===== config.mk =====
export PLATFORM = sky130hd
export DESIGN_NAME = spi_master_port
export DESIGN_NICKNAME = d
export VERILOG_FILES = /design/src/rtl/spi_port_pkg.sv /design/src/rtl/spi_port_regs.sv /design/src/rtl/spi_rate_gen.sv /design/src/rtl/spi_shift_unit.sv /design/src/rtl/spi_master_port.sv
export SDC_FILE = /design/constraint.sdc
export NUM_CORES = 1
export LEC_CHECK = 0
export BUFFER_PORTS_ARGS = -buffer_cell sky130_fd_sc_hd__buf_2
export CAP_MARGIN = 20
export CORE_UTILIZATION = 35
export DETAILED_ROUTE_END_ITERATION = 10
export SLEW_MARGIN = 20
export SYNTH_ARGS = -nofsm -noshare
export SYNTH_HDL_FRONTEND = slang
export SYNTH_HIERARCHICAL = 1
export SYNTH_SLANG_ARGS = --single-unit

===== constraint.sdc =====
create_clock -name clk -period 8.8 [get_ports clk]
set_clock_uncertainty 0.05 [all_clocks]
set_input_delay 0.88 -clock clk [delete_from_list [all_inputs] [get_ports clk]]
set_output_delay 0.88 -clock clk [all_outputs]
set_load 0.05 [all_outputs]

===== src/rtl/spi_port_pkg.sv =====
package spi_port_pkg;
  localparam int DATA_W = 16;
  localparam int DIV_W  = 8;
  localparam int PS_W   = 8;
  localparam int FLEN_W = 4;
  localparam int ADDR_W = 2;
  localparam int CNT_W  = (PS_W - 1) + (DIV_W + 1);
  localparam int NB_W   = $clog2(DATA_W + 1);

  localparam logic [ADDR_W-1:0] A_CTRLA = 2'd0;
  localparam logic [ADDR_W-1:0] A_CTRLB = 2'd1;
  localparam logic [ADDR_W-1:0] A_PRESC = 2'd2;
  localparam logic [ADDR_W-1:0] A_TXD   = 2'd3;

  localparam int POL_BIT  = 6;
  localparam int EN_BIT   = 1;
  localparam int LOOP_BIT = 0;

  typedef struct packed {
    logic [DIV_W-1:0]  div;
    logic              cpol;
    logic [FLEN_W-1:0] flen;
    logic              en;
    logic              loop;
    logic [PS_W-2:0]   ps_half;   // prescaler with its low bit dropped
  } port_cfg_t;

  // Port clock cycles per SCK half period.
  function automatic logic [CNT_W-1:0] half_cycles(input logic [PS_W-2:0] ps_half,
                                                   input logic [DIV_W-1:0] div);
    logic [CNT_W-1:0] p;
    p = CNT_W'(ps_half);
    if (p == '0) p = CNT_W'(1);
    return p * (CNT_W'(div) + CNT_W'(1));
  endfunction

  // Bits per frame from the length field.
  function automatic logic [NB_W-1:0] frame_bits(input logic [FLEN_W-1:0] flen);
    logic [NB_W-1:0] b;
    b = NB_W'(flen) + NB_W'(1);
    if (b < NB_W'(4)) b = NB_W'(4);
    return b;
  endfunction
endpackage


===== src/rtl/spi_port_regs.sv =====
module spi_port_regs
  import spi_port_pkg::*;
(
  input  logic              clk,
  input  logic              rst_n,
  input  logic              wr_en,
  input  logic [ADDR_W-1:0] wr_addr,
  input  logic [DATA_W-1:0] wr_data,
  output port_cfg_t         cfg,
  output logic              tx_wr,
  output logic [DATA_W-1:0] tx_word
);
  always_ff @(posedge clk or negedge rst_n) begin
    if (!rst_n) begin
      cfg <= '0;
    end else if (wr_en) begin
      case (wr_addr)
        A_CTRLA: begin
          cfg.div  <= wr_data[DATA_W-1 -: DIV_W];
          cfg.cpol <= wr_data[POL_BIT];
          cfg.flen <= wr_data[FLEN_W-1:0];
        end
        A_CTRLB: begin
          cfg.en   <= wr_data[EN_BIT];
          cfg.loop <= wr_data[LOOP_BIT];
        end
        A_PRESC: cfg.ps_half <= wr_data[PS_W-1:1];
        default: ;
      endcase
    end
  end

  assign tx_wr   = wr_en && (wr_addr == A_TXD);
  assign tx_word = wr_data;
endmodule


===== src/rtl/spi_rate_gen.sv =====
module spi_rate_gen
  import spi_port_pkg::*;
(
  input  logic             clk,
  input  logic             rst_n,
  input  logic             run,
  input  logic [CNT_W-1:0] half,
  output logic             tick
);
  logic [CNT_W-1:0] cnt;

  assign tick = run && (cnt == half - CNT_W'(1));

  always_ff @(posedge clk or negedge rst_n) begin
    if (!rst_n)            cnt <= '0;
    else if (!run || tick) cnt <= '0;
    else                   cnt <= cnt + CNT_W'(1);
  end
endmodule


===== src/rtl/spi_shift_unit.sv =====
module spi_shift_unit
  import spi_port_pkg::*;
(
  input  logic              clk,
  input  logic              rst_n,
  input  logic              load,
  input  logic [DATA_W-1:0] load_word,
  input  logic [NB_W-1:0]   nbits,
  input  logic              cpol,
  input  logic              tick,
  input  logic              loop_en,
  input  logic              miso,
  output logic              sck,
  output logic              mosi,
  output logic              busy,
  output logic [DATA_W-1:0] rx_word,
  output logic              sample_evt,
  output logic              shift_evt,
  output logic              frame_done
);
  logic [DATA_W-1:0] tx_sr, rx_sr;
  logic [NB_W:0]     edge_cnt;
  logic              serial_in;

  assign mosi       = tx_sr[DATA_W-1];
  assign serial_in  = loop_en ? mosi : miso;
  assign sample_evt = busy && tick && !edge_cnt[0];
  assign shift_evt  = busy && tick &&  edge_cnt[0];
  assign frame_done = shift_evt && (edge_cnt == {nbits, 1'b0} - 1'b1);

  always_ff @(posedge clk or negedge rst_n) begin
    if (!rst_n) begin
      tx_sr <= '0; rx_sr <= '0; edge_cnt <= '0;
      busy <= 1'b0; sck <= 1'b0; rx_word <= '0;
    end else begin
      if (!busy) sck <= cpol;
      if (load) begin
        tx_sr    <= load_word << (NB_W'(DATA_W) - nbits);
        rx_sr    <= '0;
        edge_cnt <= '0;
        busy     <= 1'b1;
      end else if (busy && tick) begin
        sck      <= ~sck;
        edge_cnt <= edge_cnt + 1'b1;
        if (sample_evt) rx_sr <= {rx_sr[DATA_W-2:0], serial_in};
        else            tx_sr <= tx_sr << 1;
        if (frame_done) begin
          busy    <= 1'b0;
          rx_word <= rx_sr;
        end
      end
    end
  end
endmodule


===== src/rtl/spi_master_port.sv =====
module spi_master_port
  import spi_port_pkg::*;
(
  input  logic              clk,
  input  logic              rst_n,
  input  logic              wr_en,
  input  logic [ADDR_W-1:0] wr_addr,
  input  logic [DATA_W-1:0] wr_data,
  input  logic              miso,
  output logic              sck,
  output logic              mosi,
  output logic              busy,
  output logic [DATA_W-1:0] rx_data
);
  port_cfg_t         cfg;
  logic              tx_wr, load, tick;
  logic [DATA_W-1:0] tx_word;
  logic [CNT_W-1:0]  half_q;
  logic [NB_W-1:0]   nbits_q, nbits_sel;
  logic              sample_evt, shift_evt, frame_done;
  logic              cfg_cpol, cfg_en;

  assign cfg_cpol  = cfg.cpol;
  assign cfg_en    = cfg.en;
  assign load      = tx_wr && cfg.en && !busy;
  assign nbits_sel = load ? frame_bits(cfg.flen) : nbits_q;

  always_ff @(posedge clk or negedge rst_n) begin
    if (!rst_n) begin
      half_q  <= CNT_W'(1);
      nbits_q <= NB_W'(4);
    end else if (load) begin
      half_q  <= half_cycles(cfg.ps_half, cfg.div);
      nbits_q <= frame_bits(cfg.flen);
    end
  end

  spi_port_regs u_regs (
    .clk(clk), .rst_n(rst_n), .wr_en(wr_en), .wr_addr(wr_addr),
    .wr_data(wr_data), .cfg(cfg), .tx_wr(tx_wr), .tx_word(tx_word)
  );

  spi_rate_gen u_rate (
    .clk(clk), .rst_n(rst_n), .run(busy), .half(half_q), .tick(tick)
  );

  spi_shift_unit u_shift (
    .clk(clk), .rst_n(rst_n), .load(load), .load_word(tx_word),
    .nbits(nbits_sel), .cpol(cfg.cpol), .tick(tick), .loop_en(cfg.loop),
    .miso(miso), .sck(sck), .mosi(mosi), .busy(busy), .rx_word(rx_data),
    .sample_evt(sample_evt), .shift_evt(shift_evt), .frame_done(frame_done)
  );
endmodule


==> out/metrics.sh <==
STATUS='complete, but fails checks'
VIOLATIONS_IN_THE_FINAL_REPORTS='design-rule violations'
DIE_AREA_SQ_UM=25300
NETSWITCHINGPOWER_mW=1.61
GP_CONGESTION=0.830
CTS_ROOT_BUFFER='sky130_fd_sc_hd__clkbuf_16'
CLKTRANSATPATHREGS_PS=70
SHARE_SEQ_OF_TOTAL_POWER_PCT=23.7
FIRST_GLOBAL_VIAS=6094
INSERTION_DELAY_PS=420
MAX_FREQ_MHz=187
NETSWITCHINGFRACTION_PCT=44.5
CRITICAL_PATH.ENDPOINT_TYPE='flop'
IO-PIN-COUNT=41
WIRE_LENGTH_OF_THE_FIRST_GLOBAL_ROUTING_PASS_MICRONS=31000
CTS.SINK_COUNT=115
CRITICAL_PATH.MOST_COMMON_CELL='sky130_fd_sc_hd__mux2_2'
POST-DP-HPWL_MICRONS=13300
NUM_ANTENNA_CELLS=0
INITIALDRTVIOLATIONCOUNT=281
FINAL_ROUTED_DRC_VIOLATION_TOTAL=1
WORSTSETUPPATHTYPE='reg2reg'
CRITICAL_PATH_BUF_INV_COUNT=1
CTS_TREE='done'
MULTI_INPUT_COMB_AREA_SQ_UM=5210
YOSYS_WARNINGS=6
GRTUSAGETOTAL_PCT=15.1
NUMBER_OF_BUFFERS_ADDED_TO_FIX_HOLD_VIOLATIONS_AFTER_CTS=0
POST-ROUTE-MIN-PERIOD_PS=5350
POWER.CLOCK.FRACTION_PCT=19.7
FILLERS=2431
CP_SLOWEST_CELL='sky130_fd_sc_hd__or4_1'
CTSLONGESTPATHBUFFERS=2
PWR_DENSITY_CELL_nW_PER_UM2=376
SEQ_AREA_SQ_UM=2880
AREAGROWTHSYNTHTOFINISH_PCT=11.2
NON_FILLER_INSTANCE_COUNT_AFTER_LAYOUT=1222
FINAL_CORE_UTIL_PCT=39.5
CTS-RESIZED-GATES=0
PLACEMENTROWS=57
DIE_HEIGHT_MICRONS=159
STARTING_DENSITY_OF_THE_CORE_PCT=35.5
NUMPLACEDINSTANCES=1190
FINAL_COMMON_CELL='sky130_fd_sc_hd__dfrtp_1'
CP_DATA_ARRIVAL_TIME_PS=5610
CP_MAX_FO=19
FINAL_HOLD_VIOL_COUNT=0
CRITICAL-PATH-TOP-DELAY-FAMILY='simple AND/OR/NAND/NOR gates'
FINALNETCOUNT=985
SETUP_VIOL_COUNT_FINAL=0
SYNTH_NETS=973
CELLLEAKAGEPOWER_nW=4.40
LARGEST_NET_DEGREE_AT_THE_START_OF_GLOBAL_ROUTING=62
SYN_AREA_SQ_UM=8620
IR_WORST_VDD_mV=0.229
CP_DATA_REQUIRED_TIME_PS=9060
DP_SLACK_PS=3060
PEAK_PER_STAGE_DELAY_ON_THE_CRITICAL_PATH_PS=730
FIN_TNS_SETUP_PS=0
INTERNAL_POWER_mW=2.00
REGISTER_TO_REGISTER_SETUP_SLACK_PS=3450
POSTSYNTHAREAPERCELL_SQ_UM=9.87
TIGHTEST_SLEW_PS=976
POSTCTSSETUPREPAIRBUFS=0
DIE-WIDTH_MICRONS=159
DETAIL_ROUTE.WIRELENGTH_MICRONS=18000
TIMING.SLEW.HEADROOM_PCT=35.0
TIMING.HOLD.WORST.CLASS='reg2reg'
IO_BUFFERS=40
CELL_BY_CELL_LISTING_OF_THE_CRITICAL_PATH='or4_1 -> nor4_1 -> mux2_2 -> a31o_2 -> a2111oi_0 -> buf_4 -> nand3_2 -> nor3_1 -> nand4_2 -> nor2_4 -> mux2_2'
FINAL_ANTENNA_NET_COUNT=0
CAP_VIOL_MAX_COUNT=0
FINAL_LAYOUT_SIZE_SUFFIX_GT1_SHARE_PCT=17.3
ROUTED_WIRE_LENGTH_PER_INSTANCE_MICRONS=14.7
HTREE_LEVELS=4
TOTAL_NUMBER_OF_VIAS=6107
ANTENNA_FOUND_INITIAL=0
POST-ROUTE-WORST-SETUP-SLACK_PS=3450
FLOORPLAN.CORE_AREA_SQ_UM=24200
RSZ_0062_RAISED_AFTER_GLOBAL_ROUTING='false'
COMB_POWER_SHARE_PCT=56.6
SETUP.WORST_PATH.START_CLASS='flop'
POST_ROUTE_TOTAL_POWER_mW=3.60
POST_SYNTHESIS_CELL_COUNT=873
TRITONCTS.NUM_BUFFERS=17
LAYOUT.CELLS.MOST_COMMON_LIST='113 x sky130_fd_sc_hd__dfrtp_1, 107 x sky130_fd_sc_hd__nand2_1, 62 x sky130_fd_sc_hd__inv_1'
FINALMAXSLEWVIOLATIONS=0
FIRSTDRTPASSITERS=10
GRT.OVERFLOW.TOTAL=0
POST-ROUTE-PERIOD-UTIL_PCT=60.8
AVGVIACOUNTPERCELL=5.00
-- per-stage QoR --
stage               instance area (sq um)  hold slack, ps
global placement                     8960             423
CTS                                  9570             439
global route                         9580             460
finish                               9580             437
detailed placement                   8960             425
floorplan                            8620             405
-- area by class of cell --
class / instances / share of cell area, %
multi-input cells: 643 / 54.4
flip-flops and latches: 115 / 30.1
clock buffers: 17 / 4.44
well taps: 324 / 4.23
inverters: 64 / 2.51
repair buffers: 44 / 2.43
clock inverters: 15 / 1.91
-- flip-flops by register name, indices dropped and copies added, names as in the netlist --
register / count
u_shift/busy: 1
u_regs/cfg: 22
u_shift/sck: 1
u_rate/cnt: 16
u_shift/tx_sr: 16
nbits_q: 5
u_shift/edge_cnt: 6
u_shift/rx_word: 16
half_q: 16
u_shift/rx_sr: 16
-- worst register-to-register path, delay by kind of cell, from the launching register on --
kind | cells | cell delay [ps]
and+or+nand+nor | 6 | 2720
AOI/OAI and AO/OA | 2 | 910
muxes | 2 | 810
buffers and inverters | 1 | 260
DFF | 1 | 480
-- worst paths after layout --
| path | end | cells after the start | startpoint |
|---|---|---|---|
| worst max-delay path | u_shift/rx_word[11]$_DFFE_PN0P_ | 11 | half_q[3]$_DFFE_PN0P_ |
| worst min-delay path | u_shift/tx_sr[4]$_DFFE_PN0P_ | 1 | u_shift/tx_sr[4]$_DFFE_PN0P_ |
| worst max register to register | u_shift/rx_word[11]$_DFFE_PN0P_ | 11 | half_q[3]$_DFFE_PN0P_ |
| worst min register to register | u_shift/tx_sr[4]$_DFFE_PN0P_ | 1 | u_shift/tx_sr[4]$_DFFE_PN0P_ |
| max in group asynchronous | u_regs/cfg[16]$_DFFE_PN0P_ | 2 | rst_n |
| min in group asynchronous | u_shift/rx_word[9]$_DFFE_PN0P_ | 1 | rst_n |
-- power groups by stage --
stage | clock network [mW] | logic, mW | registers, mW
2_1_floorplan | 0 | 1.67 | 0.826
3_3_place_gp | 0 | 2.02 | 0.861
3_5_place_dp | 0 | 2.03 | 0.863
4_1_cts | 0.724 | 2.05 | 0.855
5_1_grt | 0.752 | 2.33 | 0.882
6_report | 0.708 | 2.04 | 0.854
-- routing by layer --
metal | share of wire [%] | routed length [microns] | vias to the layer above | track usage [%]
li1 | - | - | 3004 | -
met1 | 50 | 9030 | 2958 | 21.3
met2 | 45 | 8150 | 115 | 23.2
met3 | 3.2 | 568 | 30 | 2.93
met4 | 1.5 | 262 | 0 | 5.29
met5 | 0 | 0 | - | 0
Note: power is estimated with default switching activity, not from simulation.
